==> src/rtl/crt_pkg.sv <==
package crt_pkg;

   localparam int REG_W    = 8;
   localparam int IDX_W    = 5;
   localparam int NUM_WREG = 16;
   localparam int START_W  = 14;

   typedef struct packed {
      logic [7:0]  htot;
      logic [7:0]  hdisp;
      logic [7:0]  hspos;
      logic [3:0]  hsw;
      logic [3:0]  vsw;
      logic [6:0]  vtot;
      logic [4:0]  vadj;
      logic [6:0]  vdisp;
      logic [6:0]  vspos;
      logic [4:0]  maxsl;
      logic [START_W-1:0] start;
   } crt_cfg_t;

   // Bits retained on a write, per register index.
   function automatic logic [REG_W-1:0] reg_mask(input int idx);
      case (idx)
         4, 6, 7, 10: reg_mask = 8'h7F;
         5, 9, 11:    reg_mask = 8'h1F;
         12, 14:      reg_mask = 8'h3F;
         default:     reg_mask = 8'hFF;
      endcase
   endfunction

endpackage

==> src/rtl/crt_regs.sv <==
module crt_regs
   import crt_pkg::*;
#(
   parameter int MA_W = 14
) (
   input  logic                clk,
   input  logic [IDX_W-1:0]    addr,
   input  logic                wr,
   input  logic [REG_W-1:0]    wdata,
   output logic [REG_W-1:0]    rdata,
   input  logic                lpen_stb,
   input  logic [MA_W-1:0]     ma,
   output logic [15:0]         lp_addr,
   output crt_cfg_t            cfg
);

   logic [REG_W-1:0] regs_q [NUM_WREG];
   logic [REG_W-1:0] wmasked [NUM_WREG];
   logic [REG_W-1:0] lp_hi_q, lp_lo_q;

   for (genvar i = 0; i < NUM_WREG; i++) begin : g_mask
      assign wmasked[i] = wdata & reg_mask(i);
   end

   always_ff @(posedge clk) begin
      if (wr && addr < IDX_W'(NUM_WREG))
         regs_q[addr[3:0]] <= wmasked[addr[3:0]];
   end

   always_ff @(posedge clk) begin
      if (lpen_stb) begin
         lp_hi_q <= REG_W'(ma >> 8);
         lp_lo_q <= ma[7:0];
      end
   end

   always_comb begin
      case (addr)
         5'd12:   rdata = regs_q[12];
         5'd13:   rdata = regs_q[13];
         5'd14:   rdata = regs_q[14];
         5'd15:   rdata = regs_q[15];
         5'd16:   rdata = lp_hi_q;
         5'd17:   rdata = lp_lo_q;
         default: rdata = 8'hFF;
      endcase
   end

   assign lp_addr = {lp_hi_q, lp_lo_q};

   always_comb begin
      cfg.htot  = regs_q[0];
      cfg.hdisp = regs_q[1];
      cfg.hspos = regs_q[2];
      cfg.hsw   = regs_q[3][3:0];
      cfg.vsw   = regs_q[3][7:4];
      cfg.vtot  = regs_q[4][6:0];
      cfg.vadj  = regs_q[5][4:0];
      cfg.vdisp = regs_q[6][6:0];
      cfg.vspos = regs_q[7][6:0];
      cfg.maxsl = regs_q[9][4:0];
      cfg.start = {regs_q[12][5:0], regs_q[13]};
   end

endmodule

==> src/rtl/crt_horiz.sv <==
module crt_horiz #(
   parameter int HCNT_W = 8,
   parameter int SYNC_W = 4
) (
   input  logic              clk,
   input  logic              rst,
   input  logic [HCNT_W-1:0] htot,
   input  logic [HCNT_W-1:0] hdisp,
   input  logic [HCNT_W-1:0] hspos,
   input  logic [SYNC_W-1:0] hsw,
   output logic [HCNT_W-1:0] hcnt,
   output logic              eol,
   output logic              at_hdisp,
   output logic              hvis,
   output logic              hsync
);

   logic [HCNT_W-1:0] hcnt_nxt;
   logic [SYNC_W-1:0] hs_run_q;

   assign eol      = (hcnt == htot);
   assign at_hdisp = (hcnt == hdisp);
   assign hvis     = (hcnt < hdisp);
   assign hcnt_nxt = eol ? '0 : hcnt + 1'b1;

   always_ff @(posedge clk) begin
      if (rst) begin
         hcnt     <= '0;
         hsync    <= 1'b0;
         hs_run_q <= '0;
      end else begin
         hcnt <= hcnt_nxt;
         if (hcnt_nxt == hspos) begin
            hsync    <= (hsw != '0);
            hs_run_q <= SYNC_W'(1);
         end else if (hsync) begin
            hsync    <= (hs_run_q != hsw);
            hs_run_q <= hs_run_q + 1'b1;
         end
      end
   end

endmodule

==> src/rtl/crt_vert.sv <==
module crt_vert #(
   parameter int RA_W   = 5,
   parameter int VROW_W = 7,
   parameter int ADJ_W  = 5,
   parameter int SYNC_W = 4
) (
   input  logic              clk,
   input  logic              rst,
   input  logic              eol,
   input  logic [RA_W-1:0]   maxsl,
   input  logic [VROW_W-1:0] vtot,
   input  logic [ADJ_W-1:0]  vadj,
   input  logic [VROW_W-1:0] vdisp,
   input  logic [VROW_W-1:0] vspos,
   input  logic [SYNC_W-1:0] vsw,
   output logic [RA_W-1:0]   ra,
   output logic [VROW_W-1:0] vrow,
   output logic              in_adj,
   output logic              row_evt,
   output logic              frame_end,
   output logic              vvis,
   output logic              vsync
);

   logic [ADJ_W-1:0]  adj_q;
   logic [SYNC_W-1:0] vs_run_q;
   logic [ADJ_W-1:0]  adj_nxt;
   logic [SYNC_W-1:0] vs_run_nxt;
   logic [VROW_W-1:0] vrow_nxt;
   logic              last_row;

   assign adj_nxt    = adj_q + 1'b1;
   assign vs_run_nxt = vs_run_q + 1'b1;
   assign vrow_nxt   = vrow + 1'b1;
   assign row_evt    = eol && !in_adj && (ra == maxsl);
   assign last_row   = (vrow == vtot);
   assign frame_end  = eol && (in_adj ? (adj_nxt == vadj)
                                      : ((ra == maxsl) && last_row && (vadj == '0)));

   always_ff @(posedge clk) begin
      if (rst) begin
         ra       <= '0;
         vrow     <= '0;
         in_adj   <= 1'b0;
         adj_q    <= '0;
         vsync    <= 1'b0;
         vs_run_q <= '0;
         vvis     <= 1'b1;
      end else if (eol) begin
         if (vsync) begin
            vs_run_q <= vs_run_nxt;
            if (vs_run_nxt == vsw) vsync <= 1'b0;
         end
         if (in_adj) begin
            adj_q <= adj_nxt;
            if (adj_nxt == vadj) in_adj <= 1'b0;
         end else if (ra == maxsl) begin
            ra <= '0;
            if (last_row) begin
               if (vadj != '0) begin
                  adj_q  <= '0;
                  in_adj <= 1'b1;
               end
            end else begin
               vrow <= vrow_nxt;
               if (vrow_nxt == vspos) begin
                  vsync    <= 1'b1;
                  vs_run_q <= '0;
               end
               if (vrow_nxt == vdisp) vvis <= 1'b0;
            end
         end else begin
            ra <= ra + 1'b1;
         end
         if (frame_end) begin
            vrow <= '0;
            vvis <= 1'b1;
         end
      end
   end

endmodule

==> src/rtl/crt_addr.sv <==
module crt_addr #(
   parameter int MA_W = 14
) (
   input  logic            clk,
   input  logic            rst,
   input  logic [MA_W-1:0] start,
   input  logic            at_hdisp,
   input  logic            eol,
   input  logic            row_evt,
   input  logic            frame_end,
   output logic [MA_W-1:0] ma
);

   logic [MA_W-1:0] row_start_q, row_end_q;
   logic [MA_W-1:0] row_src, row_start_nxt;

   // Same-cycle capture wins when the displayed width equals the line total.
   assign row_src = at_hdisp ? ma : row_end_q;

   always_comb begin
      if (frame_end)    row_start_nxt = start;
      else if (row_evt) row_start_nxt = row_src;
      else              row_start_nxt = row_start_q;
   end

   always_ff @(posedge clk) begin
      if (rst) begin
         ma          <= start;
         row_start_q <= start;
         row_end_q   <= start;
      end else begin
         if (at_hdisp) row_end_q <= ma;
         if (eol) begin
            row_start_q <= row_start_nxt;
            ma          <= row_start_nxt;
         end else begin
            ma <= ma + 1'b1;
         end
      end
   end

endmodule

==> src/rtl/crt_timing_gen.sv <==
module crt_timing_gen
   import crt_pkg::*;
#(
   parameter int MA_W   = 14,
   parameter int RA_W   = 5,
   parameter int VROW_W = 7,
   parameter int HCNT_W = 8,
   parameter int ADJ_W  = 5,
   parameter int SYNC_W = 4
) (
   input  logic             clk,
   input  logic             rst,
   input  logic [4:0]       reg_addr,
   input  logic             reg_wr,
   input  logic [7:0]       reg_wdata,
   output logic [7:0]       reg_rdata,
   input  logic             lpen_stb,
   output logic             disp_en,
   output logic             hsync,
   output logic             vsync,
   output logic [MA_W-1:0]  ma,
   output logic [RA_W-1:0]  ra
);

   if (MA_W < 9 || MA_W > START_W) begin : g_bad_ma
      $error("crt_timing_gen: MA_W must lie in 9..14");
   end
   if (RA_W != 5 || VROW_W != 7 || ADJ_W != 5) begin : g_bad_v
      $error("crt_timing_gen: vertical widths must match the register masks");
   end
   if (HCNT_W != REG_W || SYNC_W != 4) begin : g_bad_h
      $error("crt_timing_gen: horizontal widths must match the register layout");
   end

   crt_cfg_t          cfg;
   logic [15:0]       lp_addr;
   logic [HCNT_W-1:0] hcnt;
   logic              eol, at_hdisp, hvis;
   logic [VROW_W-1:0] vrow;
   logic              in_adj, row_evt, frame_end, vvis;
   logic [MA_W-1:0]   start;

   assign start = MA_W'(cfg.start);

   crt_regs #(.MA_W(MA_W)) u_regs (
      .clk      (clk),
      .addr     (reg_addr),
      .wr       (reg_wr),
      .wdata    (reg_wdata),
      .rdata    (reg_rdata),
      .lpen_stb (lpen_stb),
      .ma       (ma),
      .lp_addr  (lp_addr),
      .cfg      (cfg)
   );

   crt_horiz #(.HCNT_W(HCNT_W), .SYNC_W(SYNC_W)) u_horiz (
      .clk      (clk),
      .rst      (rst),
      .htot     (cfg.htot),
      .hdisp    (cfg.hdisp),
      .hspos    (cfg.hspos),
      .hsw      (cfg.hsw),
      .hcnt     (hcnt),
      .eol      (eol),
      .at_hdisp (at_hdisp),
      .hvis     (hvis),
      .hsync    (hsync)
   );

   crt_vert #(.RA_W(RA_W), .VROW_W(VROW_W), .ADJ_W(ADJ_W), .SYNC_W(SYNC_W)) u_vert (
      .clk       (clk),
      .rst       (rst),
      .eol       (eol),
      .maxsl     (cfg.maxsl),
      .vtot      (cfg.vtot),
      .vadj      (cfg.vadj),
      .vdisp     (cfg.vdisp),
      .vspos     (cfg.vspos),
      .vsw       (cfg.vsw),
      .ra        (ra),
      .vrow      (vrow),
      .in_adj    (in_adj),
      .row_evt   (row_evt),
      .frame_end (frame_end),
      .vvis      (vvis),
      .vsync     (vsync)
   );

   crt_addr #(.MA_W(MA_W)) u_addr (
      .clk       (clk),
      .rst       (rst),
      .start     (start),
      .at_hdisp  (at_hdisp),
      .eol       (eol),
      .row_evt   (row_evt),
      .frame_end (frame_end),
      .ma        (ma)
   );

   assign disp_en = hvis & vvis;

endmodule

==> config.mk <==
export PLATFORM = sky130hd
export DESIGN_NAME = crt_timing_gen
export DESIGN_NICKNAME = d
export VERILOG_FILES = /design/src/rtl/crt_pkg.sv /design/src/rtl/crt_regs.sv /design/src/rtl/crt_horiz.sv /design/src/rtl/crt_vert.sv /design/src/rtl/crt_addr.sv /design/src/rtl/crt_timing_gen.sv
export SDC_FILE = /design/constraint.sdc
export NUM_CORES = 1
export LEC_CHECK = 0
export BUFFER_PORTS_ARGS = -buffer_cell sky130_fd_sc_hd__buf_4
export CORE_MARGIN = 2
export CORE_UTILIZATION = 56
export DETAILED_ROUTE_END_ITERATION = 7
export PLACE_DENSITY = 0.78
export SLEW_MARGIN = 0
export SYNTH_ARGS = -nofsm -noshare
export SYNTH_HDL_FRONTEND = slang
export SYNTH_SLANG_ARGS = --single-unit
==> constraint.sdc <==
create_clock -name clk -period 5.7 [get_ports clk]
set_input_delay 1.71 -clock clk [delete_from_list [all_inputs] [get_ports clk]]
set_output_delay 1.71 -clock clk [all_outputs]
set_load 0.01 [all_outputs]
==> flow_metrics.tcl, run 1 <==
set metrics [dict create \
    globalRoute.totalOverflow 0 \
    rsz_0062_raised_after_global_routing "no" \
    hold_viol 0 \
    gr-usage-all-layers 0.256 \
    wire_per_inst_um 20.6 \
    syn_area_cell_um2 11.8 \
    antenna_found_initial 0 \
    synth_top_area_frac 0.431 \
    worstSkewPairLatency_ns 0.44 \
    detail_route.first_pass.iterations 8 \
    cts.sinks 188 \
    ys_async_sr_fraction 0 \
    critical_path.max_fanout 9 \
    critPathCaptureType "output port" \
    tritoncts "yes" \
    number_of_global_route_vias_before_repair 5862 \
    dpl.hpwl_um 13500 \
    outcome "finished, final reports clean" \
    totalPowerFinal_w 0.00280 \
    ioPinCount 47 \
    fmax_ghz 0.205 \
    final.period_utilization 0.855 \
    clk_pin_slew_ns 0.07 \
    drt_drc_violations_left 0 \
    num_rows 45 \
    chipHeight_um 128 \
    vdd_ir_drop_max_mv 0.261 \
    arrival_ns 3.16 \
    final_layout_size_suffix_gt1_frac 0.147 \
    synth_sequential_area_ratio 0.583 \
    flow.area_growth_from_synthesis_pct 12.1 \
    total_leakage_power_nw 3.41 \
    cp.required_ns 3.99 \
    synth_ff_type "edfxtp_1" \
    finalSetupViolCount 0 \
    max_slew.worst_pin.slew_ns 1.15 \
    fillcell_total 1138 \
    placed_cells 934 \
    post_syn_instances 725 \
    slew_viol_final 0 \
    timing.slew.headroom 0.227 \
    power-per-cell-area_nw_per_um2 292 \
    routed_wirelength_um 19900 \
    initial_core_util 0.568 \
    flip_flop_and_latch_count_after_synthesis 188 \
    insertedDiodeCount 0 \
    yosys.cell_types.count 61 \
    design.die.area_um2 16300 \
    synth_top_cells_by_count "edfxtp_1 (123), dfxtp_1 (65), nor2_1 (62)" \
    via_per_inst 6.20 \
    vias 5993 \
    placement.io_buffers 46 \
    final.min_clock_period_ns 4.87 \
    cts.repair_timing.setup_buffer_count 0 \
    synthesis.yosys.warnings 0 \
    horiz_die_dim_um 128 \
    multiInputGateArea_um2 3320 \
    cts.hold.buffers_added 0 \
    cts_repair_resize_count 0 \
    grt_pass1_wl_um 31800 \
    stdcell_count 966 \
    timing_worst_setup_path_type "input pin to output port" \
    drtAntennaViolNets 0 \
    numCtsBuffers 17 \
    finalNetCount 797 \
    core-area_um2 15100 \
    synth_enable_flop_cells 123 \
    synthDominantAreaCellType "edfxtp_1" \
    grt_start_max_net_pins 50 \
    finalSetupTns_ns 0 \
    cp-start-kind "input pin" \
    fin_skew_ns 0.0115 \
    drt_iter0_markers 662 \
    synth.cell_area_um2 8570 \
    max_cap_viol_count 0 \
    max-clock-path-buffers 2 \
    synthMostInstantiatedCell "edfxtp_1" \
    clk_root_buffer_cell "clkbuf_16" \
    syn_nets 757 \
    gp_congestion 0.936 \
    hp-class "flop to flop" \
    htreeDepth 4 \
    register_area_um2 4990 \
    yosys-top-cells-area "edfxtp_1 (43%), dfxtp_1 (15%), xor2_1 (4.9%), xnor2_1 (3.9%), nor2_1 (2.7%)" \
]
[path summary, 6_finish.rpt]
path	to	cells past startpoint	from	slack (ns)
worst max-delay path	reg_rdata[3]	7	reg_addr[2]	0.83
worst max register to register	u_addr.row_start_q[0]	6	u_horiz.hcnt[4]	2.71
worst min register to register	u_vert.vvis	1	u_vert.vvis	0.47
worst min-delay path	u_vert.vvis	1	u_vert.vvis	0.47
[per-layer routing]
layer	wire length (um)	global-route usage	vias up	part of all wire
met5	0	0	-	0
met3	1710	0.0580	44	0.086
li1	-	-	2743	-
met2	9530	0.404	305	0.48
met4	510	0.0989	0	0.026
met1	8120	0.349	2901	0.41
[where the power goes]
group          internal (W)  total [W]  switching [W]
clock              0.000572    0.00112       0.000546
combinational     0.0000630   0.000158      0.0000953
sequential          0.00149    0.00153      0.0000332
total               0.00213    0.00280       0.000674
[flip-flops by register name, indices dropped and copies added, names as in the netlist, 5 cells and up]
signal and cells:
u_vert.vrow 7, u_horiz.hcnt 8, u_regs.lp_hi_q 6, u_vert.ra 5, u_addr.ma 14, u_addr.row_start_q 14, u_regs.lp_lo_q 8, u_regs.regs_q 95
u_vert.adj_q 5, u_addr.row_end_q 14
[final cells by class]
cell class,instances,area share
clock buffer,17,0.0443
clock inverter,15,0.0141
inverter,30,0.0117
multi-input combinational,477,0.345
sequential,188,0.520
tap,188,0.0245
timing repair buffer,51,0.0399
[cells by family (layout without fill, tap and decap cells)]
family	count (synthesis)	after routing	share of synthesized area
buf+inv	60	113	0.0310
simple gates	225	225	0.136
mux	33	33	0.0409
fa+ha+maj	15	15	0.0219
xor+xnor	90	90	0.0973
flops	188	188	0.583
compound gates	114	114	0.0901
[per-stage QoR]
stage / hold slack [ns] / setup slack [ns] / instance area, um2 / utilization
6_report: 0.473 / 0.828 / 9600 / 0.636
3_5_place_dp: 0.466 / 0.858 / 9040 / 0.599
4_1_cts: 0.482 / 0.851 / 9600 / 0.636
3_3_place_gp: 0.451 / 0.889 / 9040 / 0.599
5_1_grt: 0.501 / 0.653 / 9600 / 0.636
2_1_floorplan: 0.427 / 0.697 / 8570 / -
[cells in the final DEF, fill, tap and decap left out, drive strengths merged, types with 13 or more instances in the layout]
cell | Yosys | final
edfxtp | 123 | 123
ha | 15 | 15
mux2i | 17 | 17
a222oi | 13 | 13
nand3 | 21 | 21
clkbuf | 16 | 17
o21ai | 32 | 32
a21oi | 23 | 23
nor2 | 62 | 62
nand4 | 16 | 16
buf | 14 | 51
nor3 | 30 | 30
mux2 | 16 | 16
inv | 29 | 34
a22oi | 26 | 26
xnor2 | 39 | 39
nand2 | 43 | 43
dfxtp | 65 | 65
xor2 | 49 | 49
[worst max-delay path, stage by stage]
cell and delay (ns):
buf_4 0.13, nand2_1 0.11, or2_2 0.34, nor2_1 0.41, a22oi_1 0.18, nand4_1 0.14
buf_4 0.13
Power figures use the tool's default switching activity.
==> run 2: changes to the inputs <==
--- a/config.mk
+++ b/config.mk
@@ -7,9 +7,10 @@
 export LEC_CHECK = 0
 export BUFFER_PORTS_ARGS = -buffer_cell sky130_fd_sc_hd__buf_4
 export CORE_MARGIN = 2
-export CORE_UTILIZATION = 56
+export CORE_UTILIZATION = 60
 export DETAILED_ROUTE_END_ITERATION = 7
-export PLACE_DENSITY = 0.78
+export HOLD_SLACK_MARGIN = 0.02
+export PLACE_DENSITY = 0.83
 export SLEW_MARGIN = 0
 export SYNTH_ARGS = -nofsm -noshare
 export SYNTH_HDL_FRONTEND = slang
==> run 2 against run 1 <==
  * Utilization rose by 5.3 points
  * Flip-flop and latch count did not move
  * Sequential power barely moved
  * Non-clock buffer count rose by 1
  * Final cell count fell by 0.72%
  * Final area barely moved
  * Clock skew barely moved
  * Worst setup slack got worse by 0.13 ns
  * Critical path depth did not move
  * Register-to-register slack got worse by 0.09 ns
  * Critical path type unchanged
  * Highest routed layer unchanged
==> flow_metrics.tcl, run 2 (synthesis gave the netlist of run 1 again) <==
set metrics [dict create \
    outcome "finished, final reports clean" \
    chipHeight_um 123 \
    critical_path.max_fanout 9 \
    cts_repair_resize_count 0 \
    timing.slew.headroom 0.204 \
    flow.area_growth_from_synthesis_pct 12.1 \
    antenna_found_initial 0 \
    vias 6046 \
    timing_worst_setup_path_type "input pin to output port" \
    rr_startpoint "u_horiz.hcnt[4]" \
    numCtsBuffers 17 \
    final.min_clock_period_ns 5.01 \
    clk_root_buffer_cell "clkbuf_16" \
    drt_drc_violations_left 0 \
    design.die.area_um2 15200 \
    critPathCaptureType "output port" \
    grt_start_max_net_pins 50 \
    hold_viol 0 \
    final_layout_size_suffix_gt1_frac 0.144 \
    finalSetupTns_ns 0 \
    largest_register_ffs 95 \
    detail_route.first_pass.iterations 5 \
    rsz_0062_raised_after_global_routing "no" \
    tritoncts "yes" \
    htreeDepth 4 \
    placement.io_buffers 46 \
    cp.required_ns 3.99 \
    total_leakage_power_nw 3.43 \
    initial_core_util 0.615 \
    max_cap_viol_count 0 \
    num_rows 43 \
    wire_per_inst_um 21.3 \
    gr-usage-all-layers 0.282 \
    cts.sinks 188 \
    fin_hold_ws_ns 0.493 \
    routed_wirelength_um 20500 \
    cts.hold.buffers_added 0 \
    cts.repair_timing.setup_buffer_count 0 \
    via_per_inst 6.30 \
    insertedDiodeCount 0 \
    fillcell_total 956 \
    clk_pin_slew_ns 0.07 \
    totalPowerFinal_w 0.00283 \
    commonest_cells_after_routing_fill_and_taps_aside "edfxtp_1 (123), dfxtp_1 (65), nor2_1 (62)" \
    gp_congestion 0.949 \
    r2r_setup_slack_ns 2.62 \
    worstSkewPairLatency_ns 0.44 \
    finalSetupViolCount 0 \
    crit-reg2reg-capture "u_addr.row_start_q[1]" \
    power-per-cell-area_nw_per_um2 295 \
    final.period_utilization 0.878 \
    reg2reg_depth 6 \
    max_slew.worst_pin.slew_ns 1.19 \
    final_common_cell "edfxtp_1" \
    max-clock-path-buffers 2 \
    slew_viol_final 0 \
    core-area_um2 13900 \
    drtAntennaViolNets 0 \
    min-delay-start "u_vert.vvis" \
    horiz_die_dim_um 123 \
    hp-class "flop to flop" \
    arrival_ns 3.30 \
    cp-start-kind "input pin" \
    hold-path-cell-count 1 \
    min_to "u_vert.vvis" \
    start_point_of_the_critical_path "reg_addr[2]" \
    number_of_global_route_vias_before_repair 5889 \
    dpl.hpwl_um 13700 \
    fin_skew_ns 0.0111 \
    vdd_ir_drop_max_mv 0.234 \
    drt_iter0_markers 639 \
    ioPinCount 47 \
    globalRoute.totalOverflow 0 \
    fmax_ghz 0.200 \
    grt_pass1_wl_um 31500 \
    finalNetCount 798 \
]
run 2: changes by cell type in the layout (fill, tap and decap cells not counted), moves of 2 or more:
cell        previous run  this run
inv_8                  3         1
inv_6                  2         7
clkinvlp_4             6         3
clkinv_4               2         0
run 2: routing by layer:
layer	routed length, um	part of all wire	GRT usage
met1	8090	0.40	0.352
met4	595	0.029	0.119
met2	10500	0.51	0.478
met3	1290	0.063	0.0558
met5	0	0	0
run 2: worst max-delay path: stages:
cell     delay (ns)
buf_4          0.14
nand2_1        0.12
or2_2          0.34
nor2_1         0.52
a22oi_1        0.17
nand4_1        0.17
buf_4          0.13
run 2: report_power, final:
group	internal, W	switching [W]	total (W)
sequential	0.00149	0.0000324	0.00153
combinational	0.0000634	0.0000982	0.000162
clock	0.000612	0.000529	0.00114
run 2: final cells by class:
| cell class | count | area [um2] | area share |
|---|---|---|---|
| well taps | 180 | 225 | 0.0235 |
| inverters | 30 | 113 | 0.0117 |
| flip-flops and latches | 188 | 4990 | 0.520 |
| multi-input cells | 477 | 3310 | 0.345 |
| clock inverters | 14 | 134 | 0.0139 |
| clock buffers | 18 | 429 | 0.0447 |
| repair buffers | 52 | 390 | 0.0407 |
run 2: worst max-delay path by stage:
stage,end,depth (start not counted)
after CTS,reg_rdata[2],7
after floorplan,reg_rdata[0],7
final,reg_rdata[2],7
after global placement,reg_rdata[1],7
after global routing,reg_rdata[2],7
after detailed placement,reg_rdata[2],7
run 2: per-stage QoR:
step	util	worst slack [ns]	instances	instance area [um2]
3_3_place_gp	0.649	0.914	927	9040
5_1_grt	0.689	0.585	959	9600
3_5_place_dp	0.649	0.756	927	9040
2_1_floorplan	-	0.697	725	8570
4_1_cts	0.689	0.703	959	9600
6_report	0.689	0.693	959	9600
==> run 3: changes to the inputs <==
--- a/config.mk
+++ b/config.mk
@@ -7,10 +7,10 @@
 export LEC_CHECK = 0
 export BUFFER_PORTS_ARGS = -buffer_cell sky130_fd_sc_hd__buf_4
 export CORE_MARGIN = 2
-export CORE_UTILIZATION = 60
+export CORE_UTILIZATION = 30
 export DETAILED_ROUTE_END_ITERATION = 7
 export HOLD_SLACK_MARGIN = 0.02
-export PLACE_DENSITY = 0.83
+export PLACE_DENSITY = 0.49
 export SLEW_MARGIN = 0
 export SYNTH_ARGS = -nofsm -noshare
 export SYNTH_HDL_FRONTEND = slang
==> run 3 against run 2 <==
  * Non-clock buffer count rose by 5
  * Via count down 5.7%
  * Register-to-register slack improved by 0.27 ns
  * Utilization fell by 33 points
  * Combinational power about the same
  * Flip-flop and latch count stayed put
  * Die area is 96% higher
  * First-iteration DRC count shrank 21%
  * Final area is 3.1% higher
  * Largest power group unchanged
==> flow_metrics.tcl, run 3 (synthesis gave the netlist of run 1 again) <==
set metrics [dict create \
    outcome "finished, final reports clean" \
    final_layout_size_suffix_gt1_frac 0.149 \
    finalNetCount 803 \
    rsz_0062_raised_after_global_routing "no" \
    placement.io_buffers 46 \
    cp.required_ns 3.99 \
    timing.slew.headroom 0.370 \
    finalSetupTns_ns 0 \
    antenna_found_initial 0 \
    cts.repair_timing.setup_buffer_count 0 \
    flow.area_growth_from_synthesis_pct 15.5 \
    detail_route.first_pass.iterations 5 \
    p_switching_w 0.000665 \
    clk_pin_slew_ns 0.07 \
    worstSkewPairLatency_ns 0.44 \
    dpl.hpwl_um 15100 \
    rr_startpoint "u_horiz.hcnt[4]" \
    drt_drc_violations_left 0 \
    grt_start_max_net_pins 50 \
    ioPinCount 47 \
    fillcell_total 2853 \
    vdd_ir_drop_max_mv 0.160 \
    clk_root_buffer_cell "clkbuf_16" \
    final.period_utilization 0.881 \
    htreeDepth 4 \
    globalRoute.totalOverflow 0 \
    arrival_ns 3.31 \
    drtAntennaViolNets 0 \
    min_to "u_vert.vvis" \
    multiInputGateArea_um2 3320 \
    horiz_die_dim_um 173 \
    vias 5699 \
    finalSetupViolCount 0 \
    max_slew.worst_pin.slew_ns 0.941 \
    largest_register_ffs 95 \
    final.min_clock_period_ns 5.02 \
    seq_power_share 0.539 \
    r2r_setup_slack_ns 2.89 \
    cts_repair_resize_count 0 \
    insertedDiodeCount 0 \
    fin_skew_ns 0.0254 \
    critPathCaptureType "output port" \
    final_common_cell "edfxtp_1" \
    tritoncts "yes" \
    slew_viol_final 0 \
    timing_worst_setup_path_type "input pin to output port" \
    utilization 0.354 \
    crit-reg2reg-capture "u_vert.vvis" \
    grt_pass1_wl_um 33400 \
    fmax_ghz 0.199 \
    relative_contribution_of_combinational_cells_to_total_power 0.057 \
    power.share.switching 0.235 \
    min-delay-start "u_vert.vvis" \
    power-per-cell-area_nw_per_um2 286 \
    max_cap_viol_count 0 \
    cp-start-kind "input pin" \
    totalPowerFinal_w 0.00283 \
    design.die.area_um2 29900 \
    reg2reg_depth 7 \
    fin_hold_ws_ns 0.492 \
    drt_iter0_markers 503 \
    hold_viol 0 \
    number_of_global_route_vias_before_repair 5529 \
    num_rows 61 \
    routed_wirelength_um 21900 \
    max-clock-path-buffers 2 \
    critical_path.max_fanout 9 \
    total_leakage_power_nw 3.45 \
    wire_per_inst_um 18.9 \
    cts.sinks 188 \
    via_per_inst 4.90 \
    share_clk_of_total_power 0.404 \
    chipHeight_um 173 \
    register_area_um2 4990 \
    hold-path-cell-count 1 \
    final_critical_path_setup_slack_ns 0.678 \
    gr-usage-all-layers 0.147 \
    core-area_um2 27900 \
    hp-class "flop to flop" \
    commonest_cells_after_routing_fill_and_taps_aside "edfxtp_1 (123), dfxtp_1 (65), nor2_1 (62)" \
    cts.hold.buffers_added 0 \
    numCtsBuffers 17 \
    dp_worst_setup_slack_ns 0.694 \
    internal_power_w 0.00217 \
    initial_core_util 0.307 \
    gp_congestion 0.798 \
]
[run 3: how the worst max path moves through the flow]
stage                      startpoint  depth (start not counted)  slack, ns      endpoint
final                     reg_addr[2]                          7       0.68  reg_rdata[3]
after global routing      reg_addr[2]                          7       0.55  reg_rdata[3]
after CTS                 reg_addr[2]                          7       0.68  reg_rdata[3]
after detailed placement  reg_addr[2]                          7       0.69  reg_rdata[3]
after global placement    reg_addr[2]                          7       0.73  reg_rdata[3]
after floorplan           reg_addr[2]                          7       0.70  reg_rdata[0]
[run 3: metal layers]
layer	global-route usage	up-vias	share of wire
met5	0	-	0
met3	0.0297	12	0.036
li1	-	2748	-
met1	0.205	2834	0.48
met4	0.0339	0	0.0093
met2	0.235	105	0.47
[run 3: layout make-up]
class                           count  area share
Clock inverter                     13      0.0134
Clock buffer                       19      0.0437
Timing Repair Buffer               57      0.0432
Tap cell                          378      0.0478
Sequential cell                   188       0.505
Inverter                           30      0.0114
Multi-Input combinational cell    477       0.336
[run 3: critical path, stage by stage]
cell and delay (ns):
buf_4 0.13, nand2_1 0.10, or2_2 0.33, nor2_1 0.48
a22oi_1 0.18, nand4_1 0.21, buf_4 0.16
[run 3: power groups by stage]
stage	registers, W	logic [W]	clock network, W
5_1_grt	0.00153	0.000180	0.00123
3_5_place_dp	0.00156	0.000164	0
6_report	0.00153	0.000161	0.00115
2_1_floorplan	0.00154	0.0000890	0
3_3_place_gp	0.00156	0.000163	0
4_1_cts	0.00153	0.000165	0.00117
[run 3: per-stage QoR]
step / area, um2 / instances
5_1_grt: 9900 / 1162
3_5_place_dp: 9330 / 1130
2_1_floorplan: 8570 / 725
3_3_place_gp: 9330 / 1130
4_1_cts: 9900 / 1162
6_report: 9900 / 1162
